===== config.mk =====
export PLATFORM = sky130hd
export DESIGN_NAME = shift_rot_unit
export DESIGN_NICKNAME = d
export VERILOG_FILES = /design/src/rtl/sru_pkg.sv /design/src/rtl/sru_decode.sv /design/src/rtl/sru_datapath.sv /design/src/rtl/shift_rot_unit.sv
export SDC_FILE = /design/constraint.sdc
export NUM_CORES = 1
export LEC_CHECK = 0
export ABC_AREA = 1
export BUFFER_PORTS_ARGS = -buffer_cell sky130_fd_sc_hd__clkbuf_2
export CAP_MARGIN = 30
export CORE_MARGIN = 10
export CORE_UTILIZATION = 35
export CTS_CLUSTER_SIZE = 16
export DETAILED_ROUTE_END_ITERATION = 10
export GPL_TIMING_DRIVEN = 0
export PLACE_DENSITY = 0.65
export SKIP_CTS_REPAIR_TIMING = 1
export SYNTH_ARGS = -nofsm -noshare
export SYNTH_HDL_FRONTEND = slang
export SYNTH_SLANG_ARGS = --single-unit

===== constraint.sdc =====
create_clock -name clk -period 1.3 [get_ports clk]
set_clock_uncertainty 0.15 [all_clocks]
set_input_delay 0.195 -clock clk [delete_from_list [all_inputs] [get_ports clk]]
set_output_delay 0.195 -clock clk [all_outputs]
set_load 0.005 [all_outputs]

===== src/rtl/sru_pkg.sv =====
package sru_pkg;

    localparam int NCTL = 6;

    // bit positions inside the packed control vector
    localparam int C_SHL  = 0;
    localparam int C_SHR  = 1;
    localparam int C_ROL  = 2;
    localparam int C_ROR  = 3;
    localparam int C_LOAD = 4;
    localparam int C_FSET = 5;

    typedef enum logic [2:0] {
        OP_IDLE,
        OP_SHL,
        OP_SHR,
        OP_ROL,
        OP_ROR,
        OP_LOAD,
        OP_FSET
    } sru_op_e;

endpackage


===== src/rtl/sru_decode.sv =====
module sru_decode
    import sru_pkg::*;
(
    input  logic [NCTL-1:0] ctl,
    output sru_op_e         op,
    output logic            conflict
);

    localparam int CW = $clog2(NCTL + 1);

    logic [CW-1:0] active_cnt;

    always_comb begin
        active_cnt = '0;
        for (int i = 0; i < NCTL; i++) begin
            active_cnt = active_cnt + CW'(ctl[i]);
        end
    end

    always_comb begin
        conflict = (active_cnt > CW'(1));
        op       = OP_IDLE;
        if (active_cnt == CW'(1)) begin
            if (ctl[C_SHL])       op = OP_SHL;
            else if (ctl[C_SHR])  op = OP_SHR;
            else if (ctl[C_ROL])  op = OP_ROL;
            else if (ctl[C_ROR])  op = OP_ROR;
            else if (ctl[C_LOAD]) op = OP_LOAD;
            else                  op = OP_FSET;
        end
    end

endmodule


===== src/rtl/sru_datapath.sv =====
module sru_datapath
    import sru_pkg::*;
#(
    parameter int W = 8
) (
    input  sru_op_e       op,
    input  logic [W-1:0]  data_q,
    input  logic          sout_q,
    input  logic          rflag_q,
    input  logic          shift_in,
    input  logic [W-1:0]  load_data,
    input  logic          rflag_val,
    output logic [W-1:0]  data_d,
    output logic          sout_d,
    output logic          rflag_d
);

    logic         fill_bit;
    logic [W-1:0] to_msb;
    logic [W-1:0] to_lsb;

    // rotates draw the entering bit from the flag, shifts from the input
    assign fill_bit = (op == OP_ROL || op == OP_ROR) ? rflag_q : shift_in;

    assign to_msb[0]   = fill_bit;
    assign to_lsb[W-1] = fill_bit;

    for (genvar g = 1; g < W; g++) begin : g_move
        assign to_msb[g]   = data_q[g-1];
        assign to_lsb[g-1] = data_q[g];
    end

    always_comb begin
        data_d  = data_q;
        sout_d  = sout_q;
        rflag_d = rflag_q;
        case (op)
            OP_SHL: begin
                data_d = to_msb;
                sout_d = data_q[W-1];
            end
            OP_SHR: begin
                data_d = to_lsb;
                sout_d = data_q[0];
            end
            OP_ROL: begin
                data_d  = to_msb;
                rflag_d = data_q[W-1];
            end
            OP_ROR: begin
                data_d  = to_lsb;
                rflag_d = data_q[0];
            end
            OP_LOAD: data_d  = load_data;
            OP_FSET: rflag_d = rflag_val;
            default: ;
        endcase
    end

endmodule


===== src/rtl/shift_rot_unit.sv =====
module shift_rot_unit
    import sru_pkg::*;
#(
    parameter int W = 8
) (
    input  logic         clk,
    input  logic         rst_n,
    input  logic         shl,
    input  logic         shr,
    input  logic         rol,
    input  logic         ror,
    input  logic         load_en,
    input  logic [W-1:0] load_data,
    input  logic         shift_in,
    input  logic         rflag_wr,
    input  logic         rflag_val,
    input  logic         rd_en,
    output logic [W-1:0] rd_data,
    output logic         shift_out,
    output logic         rot_flag,
    output logic         err
);

    typedef struct packed {
        logic [W-1:0] data;
        logic         sout;
        logic         rflag;
        logic         err;
    } sru_state_t;

    sru_state_t      st_d, st_q;
    logic [NCTL-1:0] ctl;
    sru_op_e         op;
    logic            conflict;
    logic [W-1:0]    dp_data;
    logic            dp_sout;
    logic            dp_rflag;
    logic [W-1:0]    data_q;

    always_comb begin
        ctl         = '0;
        ctl[C_SHL]  = shl;
        ctl[C_SHR]  = shr;
        ctl[C_ROL]  = rol;
        ctl[C_ROR]  = ror;
        ctl[C_LOAD] = load_en;
        ctl[C_FSET] = rflag_wr;
    end

    sru_decode u_dec (
        .ctl      (ctl),
        .op       (op),
        .conflict (conflict)
    );

    sru_datapath #(.W(W)) u_dp (
        .op        (op),
        .data_q    (st_q.data),
        .sout_q    (st_q.sout),
        .rflag_q   (st_q.rflag),
        .shift_in  (shift_in),
        .load_data (load_data),
        .rflag_val (rflag_val),
        .data_d    (dp_data),
        .sout_d    (dp_sout),
        .rflag_d   (dp_rflag)
    );

    always_comb begin
        st_d.data  = dp_data;
        st_d.sout  = dp_sout;
        st_d.rflag = dp_rflag;
        st_d.err   = conflict;
    end

    always_ff @(posedge clk or negedge rst_n) begin
        if (!rst_n) begin
            st_q <= '0;
        end else begin
            st_q <= st_d;
        end
    end

    assign data_q    = st_q.data;
    assign rd_data   = rd_en ? data_q : '0;
    assign shift_out = st_q.sout;
    assign rot_flag  = st_q.rflag;
    assign err       = st_q.err;

endmodule


## Word level (Yosys, flattened, before mapping)

Cells that the tools add are included.
W data, S select, Z words.

- $add $sub $neg: 5
- Multipliers: 0
- Div/mod/pow operators: 0
- Order comparisons: 1
- Equality and inequality tests: 7
- Shift operators: 0
- Multiplexer cells: 11
- Bitwise operators: 0
- Reduce and logical (&&, ||, !) cells: 6

Operator list:

| operator | count |
|---|---|
| $pmux W8 S3 | 1 |
| $mux W3 | 5 |
| $add A3 B1 Y3 | 4 |
| $eq A3 B3 Y1 const B | 3 |
| $mux W8 | 1 |
| $eq A3 B1 Y1 const B | 2 |
| $eq A3 B2 Y1 const B | 2 |
| $reduce_bool A3 Y1 | 2 |
| $reduce_or A2 Y1 | 2 |
| $gt A3 B1 Y1 const B | 1 |
| $pmux W1 S3 | 1 |
| $add A1 B1 Y2 | 1 |
| $mux W2 | 1 |
| $pmux W1 S2 | 1 |
| $reduce_bool A2 Y1 | 1 |
| $logic_or A1 B1 Y1 | 1 |
| $mux W1 | 1 |

- Register bits after elaboration: 11
- Bits in latches: 0
- Memory bits (writable): 0
- Memory bits (read-only): 0
- Memories kept: 0

## Logic depth before layout (Yosys ltp)

- Word-level depth: 11
- Mapped depth: 16
- Mapped depth without buffers: 16

## Cells and area by module

From an unflattened synthesis, not the netlist that was laid out.

- Cell total of the unflattened synthesis: 125
- Area total of the unflattened synthesis: 863.3 µm²

Modules (own cells, without submodules):

| module | times used | cells an instance | area each (µm²) | sequential area each (µm²) |
|---|---|---|---|---|
| sru_datapath | 1 | 74 | 369.1 | 0.0 |
| shift_rot_unit | 1 | 28 | 340.3 | 275.3 |
| sru_decode | 1 | 23 | 153.9 | 0.0 |

## Worst setup path before layout

OpenSTA, ideal clock, no wires.

- Path kind: input-to-reg
- From: input shl
- To: register st_q, in the netlist data_q[0]
- Setup time: 0.116 ns
- Data arrival time: 2.620 ns
- Data required time: 1.034 ns
- Setup slack: -1.586 ns
- Stages on the path: 16
- Cell sequence: ha_1 > inv_1 > fa_1 > fa_1 > inv_1 > fa_1 > nor2_4 > nand3_4 > nor2_4 > nand2_1 > nand2_1 > nand2_1 > nand3_1 > nand2_1 > nand2_1 > nand2_1

- Longest elaborated chain between the ends: 11
- Elaborated cells between the ends (all ways): 19

RTL lines:

| what | line | text |
|---|---|---|
| from (decl) | shift_rot_unit.sv:8 | `input logic shl,` |
| $add A1 B1 Y2 | sru_decode.sv:16 | `active_cnt = active_cnt + CW'(ctl[i]);` |
| $add A3 B1 Y3 (4 in series) | sru_decode.sv:16 |  |
| $eq A3 B1 Y1 | sru_decode.sv:23 | `if (active_cnt == CW'(1)) begin` |
| $mux W3 * | sru_decode.sv:23 |  |
| $eq A3 B2 Y1 or $eq A3 B3 Y1 (tied branches) | sru_datapath.sv:23, sru_datapath.sv:37 |  |
| $logic_or A1 B1 Y1 | sru_datapath.sv:23 | `assign fill_bit = (op == OP_ROL \|\| op == OP_ROR) ? rflag_q : shift_in;` |
| $mux W1 | sru_datapath.sv:23 |  |
| $pmux W8 S3 | sru_datapath.sv:37 | `case (op)` |
| to (signal assigned) | shift_rot_unit.sv:80 | `st_q <= st_d;` |
| to (decl) | shift_rot_unit.sv:31 | `sru_state_t st_d, st_q;` |

Mark *: on every way between the ends. The rest lies on a longest branch, timed or not.
A chain may end at the register's enable or synchronous reset.

## Worst setup path after layout

- From: input shr
- To: register st_q, in the netlist data_q[4]

- Longest elaborated chain between the ends: 10
- Elaborated cells between the ends (all ways): 18

RTL lines:

| what | line | text |
|---|---|---|
| from (decl) | shift_rot_unit.sv:9 | `input logic shr,` |
| $add A1 B1 Y2 | sru_decode.sv:16 |  |
| $add A3 B1 Y3 (4 in series) | sru_decode.sv:16 |  |
| $eq A3 B1 Y1 | sru_decode.sv:23 |  |
| $mux W3 * | sru_decode.sv:23 |  |
| $eq A3 B2 Y1, or another cell as far along | sru_datapath.sv:37 |  |
| $reduce_or A2 Y1 (no line) | - |  |
| $pmux W8 S3 or $reduce_bool A3 Y1 (tied branches) | - |  |

Marked as above.

==> summary.md <==
| Metric | Value |
|---|---|
| Total wire length | 2832 um |
| Worst skew pair latency | ~0.28 ns |
| Max Slew Vio Count | 0 |
| Total grt overflow | 0 |
| Total die area | 5546 um^2 |
| RR Startpoint | data_q[7]$_DFFE_PN0P_ |
| CORE AREA | roughly 2800 um^2 |
| HP Class | input port to flop |
| Area taken by multi-input logic gates | around 680 um^2 |
| Nets@finish | 213 |
| CP startpoint kind | input port |
| Drt drc | 0 |
| Final setup viols | 12 |
| RSZ-0062 raised after global routing | true |
| Vias in the first global route | between 900 and 1000 |
| Setup TNS | -15.96 ns |
| Pleak | 0.8363 nW |
| Arr. time, crit path | 2.91 ns |
| Final ANT Viol Nets | 0 |
| Max Clock Freq | 0.3513 GHz |
| WL/cell | around 13 um |
| Cell Pwr Density | roughly 1300 nW/um^2 |
| Met1 usage | 0.1087 |
| Most Used Layer, Global Route | met2 |
| # H-tree levels | 1 |
| Required @ worst endpoint | 1.37 ns |
| Seq/Total Area, Yosys | 0.2651 |
| HP Start | load_data[1] |
| Final estimated routing congestion in global placement | 0.8022 |
| Syn_nets | 171 |
| Gr usage total | 0.09585 |
| Placed cells | 207 |
| Worst setup EP type | flop |
| WS Path Type | input port to flop |
| Yosys cell types | 26 |
| Filler Cell Count | 280 |
| Mapped Cells | 148 |
| Yosys warns | 0 |
| CTS sink cnt | 11 |
| CP startpoint | shr |
| P_int | 1.056 mW |
| I/O Pins | 30 |
| Layout cells sized above 1 | 0.3968 |
| Vias/cell | 4.614 |
| Peak VDD IR | between 500 and 600 uV |
| Area delta synth->final | 32.65% |
| DR iter-0 viols | 35 |
| Synth Area per Inst | 7.017 um^2 |
| Non-filler cells in the finished layout | 220 |
| Crit path time final | approximately 2.8 ns |
| Dpl ws | -1.866 ns |
| Die width | 74.47 um |
| Initial Utilization | 0.3702 |
| Root buffer cell | clkbuf_4 |
| Row cnt | 19 |
| Power Total | 1.830 mW |
| 1st-pass router iterations | 4 |
| Port bufs | 28 |
| Period utilisation layout | 2.189 |
| Clock transition at the registers of the reported paths | 0.07 ns |
| Fin util | 0.4911 |
| Clock power frac | 0.136 |
| Inserted Clock Buffers | 3 |
| PnR worst setup slack | -1.546 ns |
| Cell Area, Synth | approximately 1000 um^2 |
| Detail Placement HPWL | 2105 um |
| CTS tree | done |
| Met2 GRT Util | 0.1662 |
| Initial antenna violation count | 0 |
| Vias | roughly 1000 |
| Largest net degree at the start of global routing | 12 |
| Met3 track demand over resource | 0.02660 |
| Failing checks | negative setup slack |
| Status | finished with violations |
| Combinational share of power | 0.519 |
| Max-slew headroom | 0.7274 |
| Ant diodes | 0 |
| Synthesized flop and latch total | 11 |
| Clock tree buffer depth | 2 |
| Chip Height | 74.47 um |
| Register area | 275.3 um^2 |
| Worst Max-Slew Pin Slew | 0.4090 ns |
| Seq pwr share | 0.344 |
| Max cap viols | 0 |
| Switch Pwr | 0.7744 mW |
| Sw Ratio | 0.4231 |
| First-pass GRT wire length | ~4200 um |
| Crit path max fanout | 9 |
| Final Hold Fails | 0 |
-- cell type report --
type	count	area share
inverters	28	0.08719
multi-input cells	108	0.4914
well taps	31	0.02816
plain buffers	1	0.002725
repair buffers	37	0.1717
clock buffers	4	0.01907
flip-flops and latches	11	0.1998
-- cell usage in the layout, fill, tap and decap left out --
cell type      count
o21ai_4            1
nand3_4            1
clkinv_4           1
buf_4              7
fa_1               1
clkbuf_1           2
o21ai_2            1
nor3_2             1
nor2_2             1
clkbuf_4           3
dlygate4sd3_1      1
inv_6              1
a21oi_2            1
dfrtp_1           11
nand2_1           59
nand2_4            5
buf_8              1
nor2_8             2
inv_1             18
fa_2               2
inv_4              2
nor2_4             3
buf_6              3
ha_4               1
clkbuf_2          25
mux2i_1            1
inv_2              6
o21ai_1            1
nand2_8            1
or2_2              1
nor2_1             4
o21ai_0            1
a21oi_1            2
nand2_2            5
nand3_1           13
-- path summary, 6_finish.rpt --
kind	to	slack (ns)	cells after the start
worst max register to register	rot_flag$_DFFE_PN0P_	0.20	5
worst min-delay path	data_q[1]$_DFFE_PN0P_	0.08	5
worst min register to register	data_q[1]$_DFFE_PN0P_	0.39	2
worst max-delay path	data_q[4]$_DFFE_PN0P_	-1.55	16
min in group asynchronous	rot_flag$_DFFE_PN0P_	0.18	2
max in group asynchronous	data_q[6]$_DFFE_PN0P_	0.58	2
-- stage by stage --
stage	hold WS, ns	cell area, um^2
2_1_floorplan	-0.2506	1059
3_3_place_gp	-0.06391	1237
3_5_place_dp	-0.05278	1237
4_1_cts	-0.3540	1264
5_1_grt	0.09335	1378
6_report	0.07978	1378
-- per-layer routing --
metal | part of all wire | vias up
li1 | - | 530
met1 | 0.41 | 448
met2 | 0.52 | 32
met3 | 0.066 | 5
met4 | 0.010 | 0
met5 | 0 | -
-- state kept, by name, indices dropped and copies added, names as in the netlist --
signal     flops
data_q         8
err            1
rot_flag       1
shift_out      1
-- critical path, stage by stage --
cell,delay (ns)
buf_8,0.11
ha_4,0.25
inv_2,0.03
fa_1,0.47
fa_2,0.37
inv_2,0.07
fa_2,0.45
nor2_4,0.15
nand3_4,0.13
inv_2,0.10
nand2_4,0.06
o21ai_4,0.23
nor2_8,0.08
inv_4,0.09
nand2_1,0.06
nand2_1,0.06
-- synth_stat cells --
library cell	number	share of area
nand2_8	1	0.019
inv_2	3	0.011
fa_1	3	0.058
a21oi_1	2	0.0096
clkbuf_1	1	0.0036
nor2_4	3	0.033
a21oi_2	1	0.0084
dfrtp_1	11	0.27
inv_4	2	0.012
o21ai_4	1	0.016
nand2_1	61	0.22
mux2i_1	1	0.0096
clkinv_4	1	0.0084
or2_2	1	0.0060
nand3_1	13	0.063
nor2_8	2	0.039
nor2_1	4	0.014
nand2_2	4	0.024
nor3_1	1	0.0048
ha_1	1	0.012
o21ai_0	2	0.0096
o21ai_2	1	0.0084
nand2_4	4	0.043
nor2_2	1	0.0060
inv_1	22	0.080
nand3_4	1	0.017
-- power groups by stage --
stage                     Clock [mW]  Combinational (mW)  Sequential, mW
after floorplan                    0               0.548           0.607
after global placement             0               0.757           0.638
after detailed placement           0               0.780           0.642
after CTS                      0.255               0.784           0.634
after global routing           0.276                1.06           0.644
final                          0.250               0.950           0.630
-- cells by family (layout without fill, tap and decap cells) --
logic type,Yosys count,count (layout),synth area share
and+or+nand+nor,96,96,0.4891
adders and majority gates,4,4,0.06988
buffers and inverters,29,70,0.1145
DFF,11,11,0.2651
muxes,1,1,0.009639
AOI/OAI and AO/OA,7,7,0.05182
(Power assumes the default switching activity.)
